===== config.mk =====
export PLATFORM = sky130hd
export DESIGN_NAME = pic_cmd_seq
export DESIGN_NICKNAME = d
export VERILOG_FILES = /design/src/rtl/pic_seq_pkg.sv /design/src/rtl/pic_init_fsm.sv /design/src/rtl/pic_ocw_dec.sv /design/src/rtl/pic_rd_mux.sv /design/src/rtl/pic_cmd_seq.sv
export SDC_FILE = /design/constraint.sdc
export NUM_CORES = 1
export LEC_CHECK = 0
export ABC_CLOCK_PERIOD_IN_PS = 1000
export BUFFER_PORTS_ARGS = -buffer_cell sky130_fd_sc_hd__buf_2
export CORE_MARGIN = 2
export CORE_UTILIZATION = 41
export CTS_BUF_LIST = sky130_fd_sc_hd__clkbuf_16
export DETAILED_ROUTE_END_ITERATION = 10
export HOLD_SLACK_MARGIN = 0.06
export PLACE_DENSITY_LB_ADDON = 0.08
export SYNTH_ARGS = -nofsm -noshare
export SYNTH_HDL_FRONTEND = slang
export SYNTH_SLANG_ARGS = --single-unit

===== constraint.sdc =====
create_clock -name clk -period 1 [get_ports clk]
set_input_delay 0.05 -clock clk [delete_from_list [all_inputs] [get_ports clk]]
set_output_delay 0.05 -clock clk [all_outputs]
set_load 0.02 [all_outputs]

===== src/rtl/pic_seq_pkg.sv =====
// Shared types for the interrupt controller command sequencer.
// Assumes: command codes are bits 7..5 of an address-0 byte with bits 4..3 clear.
package pic_seq_pkg;

    typedef enum logic [1:0] {
        STEP_RUN  = 2'd0,
        STEP_BASE = 2'd1,
        STEP_CASC = 2'd2,
        STEP_MODE = 2'd3
    } step_e;

    localparam logic [2:0] OP_ROT_CLR    = 3'd0;
    localparam logic [2:0] OP_EOI_NS     = 3'd1;
    localparam logic [2:0] OP_NOP        = 3'd2;
    localparam logic [2:0] OP_EOI_SP     = 3'd3;
    localparam logic [2:0] OP_ROT_SET    = 3'd4;
    localparam logic [2:0] OP_EOI_NS_ROT = 3'd5;
    localparam logic [2:0] OP_PRIO_SET   = 3'd6;
    localparam logic [2:0] OP_EOI_SP_ROT = 3'd7;

endpackage


===== src/rtl/pic_init_fsm.sv =====
// Initialization step tracker. It owns the mask, the vector base and the
// modes set at initialization time.
// Assumes: icw1_wr and a1_wr never coincide (they decode different addresses).
module pic_init_fsm
    import pic_seq_pkg::*;
#(
    parameter int DATA_W = 8
) (
    input  logic              clk,
    input  logic              rst_n,
    input  logic              icw1_wr,
    input  logic              a1_wr,
    input  logic [DATA_W-1:0] wdata,
    output logic [DATA_W-1:0] imr,
    output logic [DATA_W-1:0] vec_base,
    output logic              single,
    output logic              sfnm,
    output logic              aeoi
);

    localparam int LINE_W = $clog2(DATA_W);

    step_e step_q;
    logic  need4_q;

    // Step register plus the values that the initialization bytes load
    always_ff @(posedge clk) begin
        if (!rst_n) begin
            step_q   <= STEP_RUN;
            need4_q  <= 1'b0;
            single   <= 1'b0;
            imr      <= '0;
            vec_base <= '0;
            sfnm     <= 1'b0;
            aeoi     <= 1'b0;
        end else if (icw1_wr) begin
            step_q   <= STEP_BASE;
            need4_q  <= wdata[0];
            single   <= wdata[1];
            imr      <= '0;
            vec_base <= '0;
            sfnm     <= 1'b0;
            aeoi     <= 1'b0;
        end else if (a1_wr) begin
            unique case (step_q)
                STEP_RUN:  imr <= wdata;
                STEP_BASE: begin
                    vec_base <= {wdata[DATA_W-1:LINE_W], {LINE_W{1'b0}}};
                    if (single) step_q <= need4_q ? STEP_MODE : STEP_RUN;
                    else        step_q <= STEP_CASC;
                end
                STEP_CASC: step_q <= need4_q ? STEP_MODE : STEP_RUN;
                STEP_MODE: begin
                    sfnm   <= wdata[4];
                    aeoi   <= wdata[1];
                    step_q <= STEP_RUN;
                end
                default:   step_q <= STEP_RUN;
            endcase
        end
    end

    AST_ICW1_ENTERS_BASE: assert property (@(posedge clk) disable iff (!rst_n)
        icw1_wr |=> (step_q == STEP_BASE && imr == '0));
    AST_MASK_LOAD: assert property (@(posedge clk) disable iff (!rst_n)
        (a1_wr && !icw1_wr && step_q == STEP_RUN) |=> imr == $past(wdata));
    AST_MODE_RETURNS: assert property (@(posedge clk) disable iff (!rst_n)
        (a1_wr && !icw1_wr && step_q == STEP_MODE) |=> step_q == STEP_RUN);
    AST_SINGLE_SKIPS_CASC: assert property (@(posedge clk) disable iff (!rst_n)
        (a1_wr && !icw1_wr && step_q == STEP_BASE && single) |=> step_q != STEP_CASC);

endmodule


===== src/rtl/pic_ocw_dec.sv =====
// Run-time command decoder. It covers end-of-interrupt, rotation,
// read select, special mask and poll arming/acknowledge.
// Assumes: resolver inputs are valid in the cycle of the strobe.
module pic_ocw_dec
    import pic_seq_pkg::*;
#(
    parameter int DATA_W = 8
) (
    input  logic                       clk,
    input  logic                       rst_n,
    input  logic                       wr,
    input  logic                       rd,
    input  logic                       addr,
    input  logic                       icw1_wr,
    input  logic [DATA_W-1:0]          wdata,
    input  logic                       aeoi,
    input  logic                       isr_top_valid,
    input  logic [$clog2(DATA_W)-1:0]  isr_top_line,
    input  logic                       win_valid,
    input  logic [$clog2(DATA_W)-1:0]  win_line,
    output logic [$clog2(DATA_W)-1:0]  rot_ofs,
    output logic                       rot_aeoi,
    output logic                       smm,
    output logic                       sel_isr,
    output logic                       poll,
    output logic                       eoi,
    output logic [$clog2(DATA_W)-1:0]  eoi_line,
    output logic                       ack,
    output logic [$clog2(DATA_W)-1:0]  ack_line
);

    localparam int LINE_W = $clog2(DATA_W);

    logic              ocw_wr, ocw3_wr, cmd_wr, poll_rd;
    logic [2:0]        cmd;
    logic [LINE_W-1:0] low_line;

    // Classify an address-0 byte that is not an initialization start
    always_comb begin
        ocw_wr   = wr && !addr && !wdata[4];
        ocw3_wr  = ocw_wr && wdata[3];
        cmd_wr   = ocw_wr && !wdata[3];
        cmd      = wdata[7:5];
        low_line = wdata[LINE_W-1:0];
        poll_rd  = rd && poll;
    end

    // End-of-interrupt and acknowledge strobes towards the resolver
    always_comb begin
        eoi      = 1'b0;
        eoi_line = isr_top_line;
        if (cmd_wr) begin
            unique case (cmd)
                OP_EOI_NS, OP_EOI_NS_ROT: eoi = isr_top_valid;
                OP_EOI_SP, OP_EOI_SP_ROT: begin
                    eoi      = 1'b1;
                    eoi_line = low_line;
                end
                default: eoi = 1'b0;
            endcase
        end
        ack      = poll_rd && win_valid;
        ack_line = win_line;
    end

    // Command-driven state: rotation offset, flags and poll
    always_ff @(posedge clk) begin
        if (!rst_n || icw1_wr) begin
            rot_ofs  <= '0;
            rot_aeoi <= 1'b0;
            smm      <= 1'b0;
            sel_isr  <= 1'b0;
            poll     <= 1'b0;
        end else begin
            if (ocw3_wr) begin
                if (wdata[2]) poll    <= 1'b1;
                if (wdata[1]) sel_isr <= wdata[0];
                if (wdata[6]) smm     <= wdata[5];
            end
            if (cmd_wr) begin
                unique case (cmd)
                    OP_ROT_CLR, OP_ROT_SET: rot_aeoi <= cmd[2];
                    OP_EOI_NS_ROT: if (isr_top_valid) rot_ofs <= isr_top_line + LINE_W'(1);
                    OP_PRIO_SET, OP_EOI_SP_ROT: rot_ofs <= low_line + LINE_W'(1);
                    default: ;
                endcase
            end
            if (poll_rd) begin
                poll <= 1'b0;
                if (win_valid && aeoi && rot_aeoi) rot_ofs <= win_line + LINE_W'(1);
            end
        end
    end

    AST_POLL_DISARM: assert property (@(posedge clk) disable iff (!rst_n)
        (poll_rd && !ocw3_wr && !icw1_wr) |=> !poll);
    AST_SPEC_ROTATE: assert property (@(posedge clk) disable iff (!rst_n)
        (cmd_wr && cmd == OP_EOI_SP_ROT && !poll_rd)
        |=> rot_ofs == LINE_W'($past(wdata[LINE_W-1:0]) + LINE_W'(1)));
    AST_NS_IDLE_KEEPS: assert property (@(posedge clk) disable iff (!rst_n)
        (cmd_wr && cmd == OP_EOI_NS_ROT && !isr_top_valid && !poll_rd) |=> $stable(rot_ofs));
    AST_STROBES_SPLIT: assert property (@(posedge clk) disable iff (!rst_n)
        !(wr && rd) |-> $onehot0({eoi, ack}));

endmodule


===== src/rtl/pic_rd_mux.sv =====
// Read data selection, including the polled response byte.
// Assumes: the poll flag reflects the state before this read.
module pic_rd_mux #(
    parameter int DATA_W = 8
) (
    input  logic                      addr,
    input  logic                      poll,
    input  logic                      sel_isr,
    input  logic                      win_valid,
    input  logic [$clog2(DATA_W)-1:0] win_line,
    input  logic [DATA_W-1:0]         irr,
    input  logic [DATA_W-1:0]         isr,
    input  logic [DATA_W-1:0]         imr,
    output logic [DATA_W-1:0]         rdata
);

    localparam int LINE_W = $clog2(DATA_W);

    // Choose the byte returned to the host
    always_comb begin
        if (poll)      rdata = win_valid ? {1'b1, {(DATA_W-1-LINE_W){1'b0}}, win_line} : '0;
        else if (addr) rdata = imr;
        else           rdata = sel_isr ? isr : irr;
    end

endmodule


===== src/rtl/pic_cmd_seq.sv =====
// Top of the command sequencer. It splits host writes by address and
// bit 4 and wires the step tracker, the command decoder and the read mux.
// Assumes: wr_i and rd_i are not asserted together.
module pic_cmd_seq #(
    parameter int DATA_W = 8
) (
    input  logic                      clk,
    input  logic                      rst_n,
    input  logic                      addr_i,
    input  logic                      wr_i,
    input  logic                      rd_i,
    input  logic [DATA_W-1:0]         wdata_i,
    input  logic [DATA_W-1:0]         irr_i,
    input  logic [DATA_W-1:0]         isr_i,
    input  logic                      win_valid_i,
    input  logic [$clog2(DATA_W)-1:0] win_line_i,
    input  logic                      isr_top_valid_i,
    input  logic [$clog2(DATA_W)-1:0] isr_top_line_i,
    output logic [DATA_W-1:0]         rdata_o,
    output logic [DATA_W-1:0]         imr_o,
    output logic [DATA_W-1:0]         vec_base_o,
    output logic [$clog2(DATA_W)-1:0] rot_ofs_o,
    output logic                      single_o,
    output logic                      sfnm_o,
    output logic                      aeoi_o,
    output logic                      rot_aeoi_o,
    output logic                      smm_o,
    output logic                      init_clr_o,
    output logic                      eoi_o,
    output logic [$clog2(DATA_W)-1:0] eoi_line_o,
    output logic                      ack_o,
    output logic [$clog2(DATA_W)-1:0] ack_line_o
);

    logic icw1_wr, a1_wr, sel_isr, poll;

    // Address decode for the two write classes handled here
    always_comb begin
        icw1_wr    = wr_i && !addr_i && wdata_i[4];
        a1_wr      = wr_i && addr_i;
        init_clr_o = icw1_wr;
    end

    pic_init_fsm #(.DATA_W(DATA_W)) u_init (
        .clk      (clk),
        .rst_n    (rst_n),
        .icw1_wr  (icw1_wr),
        .a1_wr    (a1_wr),
        .wdata    (wdata_i),
        .imr      (imr_o),
        .vec_base (vec_base_o),
        .single   (single_o),
        .sfnm     (sfnm_o),
        .aeoi     (aeoi_o)
    );

    pic_ocw_dec #(.DATA_W(DATA_W)) u_ocw (
        .clk           (clk),
        .rst_n         (rst_n),
        .wr            (wr_i),
        .rd            (rd_i),
        .addr          (addr_i),
        .icw1_wr       (icw1_wr),
        .wdata         (wdata_i),
        .aeoi          (aeoi_o),
        .isr_top_valid (isr_top_valid_i),
        .isr_top_line  (isr_top_line_i),
        .win_valid     (win_valid_i),
        .win_line      (win_line_i),
        .rot_ofs       (rot_ofs_o),
        .rot_aeoi      (rot_aeoi_o),
        .smm           (smm_o),
        .sel_isr       (sel_isr),
        .poll          (poll),
        .eoi           (eoi_o),
        .eoi_line      (eoi_line_o),
        .ack           (ack_o),
        .ack_line      (ack_line_o)
    );

    pic_rd_mux #(.DATA_W(DATA_W)) u_rd (
        .addr      (addr_i),
        .poll      (poll),
        .sel_isr   (sel_isr),
        .win_valid (win_valid_i),
        .win_line  (win_line_i),
        .irr       (irr_i),
        .isr       (isr_i),
        .imr       (imr_o),
        .rdata     (rdata_o)
    );

    AST_INIT_CLEARS_FLAGS: assert property (@(posedge clk) disable iff (!rst_n)
        init_clr_o |=> (!sfnm_o && !aeoi_o && !smm_o && rot_ofs_o == '0));
    AST_BASE_ALIGNED: assert property (@(posedge clk) disable iff (!rst_n)
        $changed(vec_base_o) |-> vec_base_o[2:0] == 3'b000);

endmodule


==> impl_metrics.ini, run 1 <==
[logic_synthesis]
ys_ff_latch = 26
netlist_area_um2 = 1560
synth_seq_area_share_pct = 33.4
synth.distinct_cells = 38
synthTopCellsByArea = dfxtp_1 33%, mux2i_1 10%, a21oi_1 7.4%
synth_top_area_share_pct = 33.4
synth_warnings = 0
synth_top_cell_by_area = dfxtp_1
avgSynthCellArea_um2 = 7.90
netlist_instances = 197

[drt]
num_vias = 1826
drc = 0
met2_length_mm = 2.48
vias_per_cell = 5.25
postRouteAntennaNets = 0
routedWlPerCell_um = 14.4
drtIter0Drc = 37
first_pass_iters = 4
highest_layer = met4
dr_wl_met3_um = 366
met1_length_mm = 2.12
finalWirelength_mm = 5.03

[power]
ir_worst_vdd_v = 0.000813
power_frac_comb_pct = 26.4
p_int_mw = 1.92
powerDensity_nw_per_um2 = 999
p_seq_share_pct = 40.3
p_clk_share_pct = 33.3
leakage_nw = 1.24
switchingPower_mw = 0.754
sw_frac_of_total_pct = 28.2

[worst_setup_path]
cp_cell_sequence = buf_12, mux2i_1, nor2_1, a21oi_1, o21ai_2, buf_6
reg2reg_to = u_ocw.rot_ofs[2]$_SDFF_PP0_
r2r-start = u_ocw.poll$_SDFFE_PP0P_
slowest_stage = dfxtp_2
path_max_fanout = 8
cp.depth = 6
endpoint = rdata_o[1]
cp_data_arrival_time_ns = 1.32
cp_top_family = flip-flops
critPathBufInv = 2
slowest_delay_ns = 0.35
critPathRequiredTime_ns = 0.95
crit_start = u_ocw.sel_isr$_SDFFE_PP0P_
worstSetupEndpointType = output pin
cp-start-kind = register
crit_type = reg2out
ff2ff_setup_slack_ns = -0.13
reg2regPathDepth = 4

[run]
drv_cap = 0

[global_route]
grt_start_max_net_pins = 22
grt_pass1_vias = 1645
grt_pass1_wl_mm = 7.62
overflow = 0
grt_usage_pct = 23.0
antenna_found_initial = 0

[cts]
cts_sinks = 26
cts_hold_buf = 0
cts_made_buffers = 3
insertion_delay_ns = 0.26
clkSlewWorstSetupHoldPaths_ns = 0.06
htree_levels = 1
cts-root-buf = clkbuf_16
cts_tree = yes
ctsLongestPathBuffers = 2

[placement]
dp_hpwl_mm = 3.52
dpl_cell_area_um2 = 2240
io_buffers = 74
routabilityCongestion = 0.860

[timing]
rsz0062_at_grt = true
slew_viol_final = 0
final.period_utilization_pct = 137
hold_viol = 0
finalSetupViolations = 30
finalClockSkew_ns = 0.00166
min_period_ns = 1.37
worst_slack_ns = -0.367
fmax_ghz = 0.732
holdWs_ns = 0.0816

[floorplanning]
rows = 22
core_um2 = 3660
die-area_um2 = 4310
io_pins = 78
start_util_pct = 42.5
die_x_um = 65.6
die_h_um = 65.6

[run_status]
violations = setup timing
status = complete, but fails checks

[layout]
finalInstanceArea_um2 = 2670
syn2layout_area_growth_pct = 71.7
layout_commonest_cell = buf_2
layout_common_cells = 60 x buf_2, 25 x buf_4, 22 x nor2_1, 22 x buf_6, 19 x dfxtp_1
layout.nets = 341
layout-drive-gt1-share_pct = 59.7
n_antenna_cell = 0

[hold_path]
min-delay-path-class = in2reg
-- per-layer routing --
| metal | track usage (%) | vias up |
|---|---|---|
| li1 | - | 886 |
| met1 | 28.6 | 849 |
| met2 | 40.7 | 85 |
| met3 | 2.91 | 6 |
| met4 | 8.07 | 0 |
| met5 | 0 | - |
-- cells by family (layout without fill, tap and decap cells) --
logic type	Yosys count	count (layout)	synth area share, %
fa+ha+maj	3	3	2.41
other cells	1	3	0.241
compound gates	42	42	15.6
flops	26	26	33.4
mux	22	22	14.6
xor+xnor	3	3	1.69
buf+inv	20	121	6.91
simple gates	80	80	25.1
-- synthesized netlist by cell type --
cell and instances:
or3_1 1, nand3b_1 1, and3_1 1, a21oi_1 23, nor2b_1 1, nand2b_1 1
o211a_1 1, a211oi_1 1, o32ai_1 1, nor3b_1 1, a21o_1 2, mux2_2 6
or2_2 1, clkbuf_1 3, xnor2_1 3, nor4b_2 1, mux2i_1 16, nand4_1 2
o2bb2ai_1 1, buf_2 5, ha_1 3, nor2_1 30, nand4b_2 1, nor3_2 2
conb_1 1, or4b_4 1, a31oi_1 1, nand3_1 7, and4bb_2 1, dfxtp_1 26
buf_4 7, inv_1 5, nor2_2 1, o22ai_1 1, o21ai_0 8, o211ai_1 1
nand2_1 27, o2111ai_1 2
-- power by group through the flow --
stage	clock, mW	sequential (mW)	combinational (mW)
after global placement	0	1.10	0.568
after detailed placement	0	1.10	0.572
after global routing	0.960	1.08	0.755
after floorplan	0	1.12	0.294
after CTS	0.910	1.07	0.654
final	0.889	1.07	0.705
-- final cells by class --
class / instances / area [um2]
Tap cell: 48 / 60.1
Clock buffer: 3 / 75.1
Fill cell: 298 / 988
Inverter: 5 / 18.8
Sequential cell: 26 / 537
Clock inverter: 1 / 3.75
Multi-Input combinational cell: 153 / 1150
Timing Repair Buffer: 112 / 826
-- tightest hold or removal path: cells and delay by family --
kind	cells	cell delay (ns)
simple gates	1	0.03
buf+inv	1	0.09
mux	1	0.14
-- state kept, by name, summed over array words and instances, names as in the netlist --
name / count
u_init.step_q: 2
u_ocw.poll: 1
u_ocw.rot_ofs: 3
u_ocw.rot_aeoi: 1
u_ocw.smm: 1
u_init.sfnm: 1
u_init.vec_base: 5
u_ocw.sel_isr: 1
u_init.need4_q: 1
u_init.single: 1
u_init.imr: 8
u_init.aeoi: 1
-- stage by stage --
stage / setup WS, ns / power [mW] / TNS [ns] / instances / utilization, %
global placement: -0.248 / 1.67 / -4.62 / 338 / 61.1
CTS: -0.391 / 2.64 / -4.21 / 344 / 69.1
global route: -0.447 / 2.79 / -5.81 / 348 / 73.0
detailed placement: -0.264 / 1.67 / -5.07 / 338 / 61.1
finish: -0.367 / 2.67 / -4.30 / 348 / 73.0
floorplan: -0.141 / 1.42 / -0.965 / 199 / -
-- how the worst min path moves through the flow --
stage | startpoint | to | depth (start not counted)
after floorplan | win_line_i[0] | u_ocw.rot_ofs[0]$_SDFF_PP0_ | 1
after detailed placement | rd_i | u_ocw.poll$_SDFFE_PP0P_ | 3
final | rd_i | u_ocw.poll$_SDFFE_PP0P_ | 3
after global placement | rd_i | u_ocw.poll$_SDFFE_PP0P_ | 3
after CTS | wdata_i[2] | u_init.imr[2]$_SDFFE_PP0P_ | 3
after global routing | rd_i | u_ocw.poll$_SDFFE_PP0P_ | 3
-- timing repair --
item,in CTS,in global routing
pin swaps,33,22
gates resized for setup,54,33
endpoints found under the setup margin,29,37
buffers inserted,2,4
Note: power is estimated with default switching activity, not from simulation.
==> inputs of run 2 (changes only) <==
==> constraint.sdc (replaced) <==
create_clock -name clk -period 1 [get_ports clk]
set_input_delay 0.1 -clock clk [delete_from_list [all_inputs] [get_ports clk]]
set_output_delay 0.1 -clock clk [all_outputs]
set_load 0.02 [all_outputs]
==> run 2 against run 1 <==
Compared with the run above:
- the flow still finishes with violations (setup timing)
- flip-flop and latch count stayed put
- non-clock buffer count is 4 higher
- maximum frequency is 3.6% lower
- critical path type unchanged
- highest routed layer unchanged
==> impl_metrics.ini, run 2 (same netlist as run 1, synthesis figures left out) <==
[cts]
ctsLongestPathBuffers = 2
insertion_delay_ns = 0.26
cts_made_buffers = 3
htree_levels = 1
cts_sinks = 26
cts-root-buf = clkbuf_16
clkSlewWorstSetupHoldPaths_ns = 0.07
cts_hold_buf = 0
cts_tree = yes

[layout]
layout.nets = 345
n_antenna_cell = 0
syn2layout_area_growth_pct = 77.3
largestRegisters = u_init.imr x8, u_init.vec_base x5, u_ocw.rot_ofs x3
largest_reg_flops = 8
largest_register = u_init.imr
layout_common_cells = 56 x buf_2, 30 x buf_4, 25 x buf_6
layout_commonest_cell = buf_2
layout-drive-gt1-share_pct = 60.9

[timing]
holdWs_ns = 0.133
fmax_ghz = 0.705
min_period_ns = 1.42
hold_viol = 0
finalSetupViolations = 30
final.period_utilization_pct = 142
worst_slack_ns = -0.418
rsz0062_at_grt = true
slew_viol_final = 0
finalClockSkew_ns = 0.00437

[drt]
first_pass_iters = 4
drc = 0
routedWlPerCell_um = 13.9
finalWirelength_mm = 4.89
drtIter0Drc = 40
vias_per_cell = 5.01
num_vias = 1764
postRouteAntennaNets = 0

[power]
power_frac_comb_pct = 24.1
powerDensity_nw_per_um2 = 1070
ir_worst_vdd_v = 0.000653
p_int_mw = 2.19
power_mw = 2.95
p_clk_share_pct = 39.3
sw_frac_of_total_pct = 25.7
leakage_nw = 1.27
p_seq_share_pct = 36.6
switchingPower_mw = 0.758

[worst_setup_path]
cp_data_arrival_time_ns = 1.32
path_max_fanout = 4
worstSetupEndpointType = output pin
ff2ff_setup_slack_ns = -0.16
critPathRequiredTime_ns = 0.90
crit_type = reg2out
cp-start-kind = register

[floorplanning]
die_h_um = 65.6
io_pins = 78
core_um2 = 3660
die_x_um = 65.6
die-area_um2 = 4310
rows = 22
start_util_pct = 42.5

[run_status]
status = complete, but fails checks
violations = setup timing

[placement]
io_buffers = 74
dp_hpwl_mm = 3.66
routabilityCongestion = 0.820

[global_route]
grt_start_max_net_pins = 19
grt_pass1_vias = 1610
antenna_found_initial = 0
grt_pass1_wl_mm = 7.20
overflow = 0
grt_usage_pct = 21.3

[hold_path]
min-delay-path-class = in2reg

[run]
drv_cap = 0
-- run 2: worst paths after layout --
check | endpoint | from | depth (start not counted)
setup reg to reg | u_ocw.rot_ofs[2]$_SDFF_PP0_ | u_ocw.poll$_SDFFE_PP0P_ | 4
setup / recovery | rdata_o[0] | u_ocw.sel_isr$_SDFFE_PP0P_ | 6
hold reg to reg | u_ocw.smm$_SDFFE_PP0P_ | u_ocw.smm$_SDFFE_PP0P_ | 2
hold / removal | u_ocw.poll$_SDFFE_PP0P_ | rd_i | 3
-- run 2: what timing repair did --
item,CTS,global route
pin swaps,36,21
setup endpoints to repair,35,40
gates resized for setup,55,45
cloned,0,1
setup buffers,4,2
-- run 2: power groups by stage --
| stage | clock [mW] | combinational, mW | sequential [mW] |
|---|---|---|---|
| floorplan | 0 | 0.298 | 1.12 |
| global placement | 0 | 0.576 | 1.10 |
| detailed placement | 0 | 0.581 | 1.10 |
| CTS | 1.17 | 0.654 | 1.08 |
| global route | 1.23 | 0.761 | 1.08 |
| finish | 1.16 | 0.709 | 1.08 |
-- run 2: cell type report --
| cell class | instances | area, um2 |
|---|---|---|
| multi-input cells | 153 | 1170 |
| fillers | 280 | 902 |
| repair buffers | 116 | 870 |
| flip-flops and latches | 26 | 534 |
| clock buffers | 3 | 75.1 |
| well taps | 48 | 60.1 |
| clock inverters | 1 | 30.0 |
| inverters | 5 | 18.8 |
-- run 2: metrics by stage --
step           util (%)  TNS, ns  instances  setup slack (ns)  cell area (um2)
2_1_floorplan         -    -1.05        199            -0.174             1650
3_3_place_gp       61.3    -5.98        341            -0.316             2240
3_5_place_dp       61.3    -6.63        341            -0.350             2240
4_1_cts            69.9    -4.65        349            -0.428             2560
5_1_grt            75.4    -7.02        352            -0.504             2760
6_report           75.4    -5.05        352            -0.418             2760
-- run 2: routing by layer --
| metal | wire length, um | GRT usage (%) |
|---|---|---|
| met1 | 2220 | 28.2 |
| met2 | 2380 | 36.1 |
| met3 | 258 | 3.08 |
| met4 | 38 | 6.25 |
| met5 | 0 | 0 |
-- run 2: worst max-delay path, stage by stage, from the launching register on --
cell,delay [ns]
dfxtp_2,0.35
buf_6,0.12
mux2i_1,0.19
nor2_1,0.06
a21oi_1,0.15
o21ai_2,0.07
buf_6,0.13
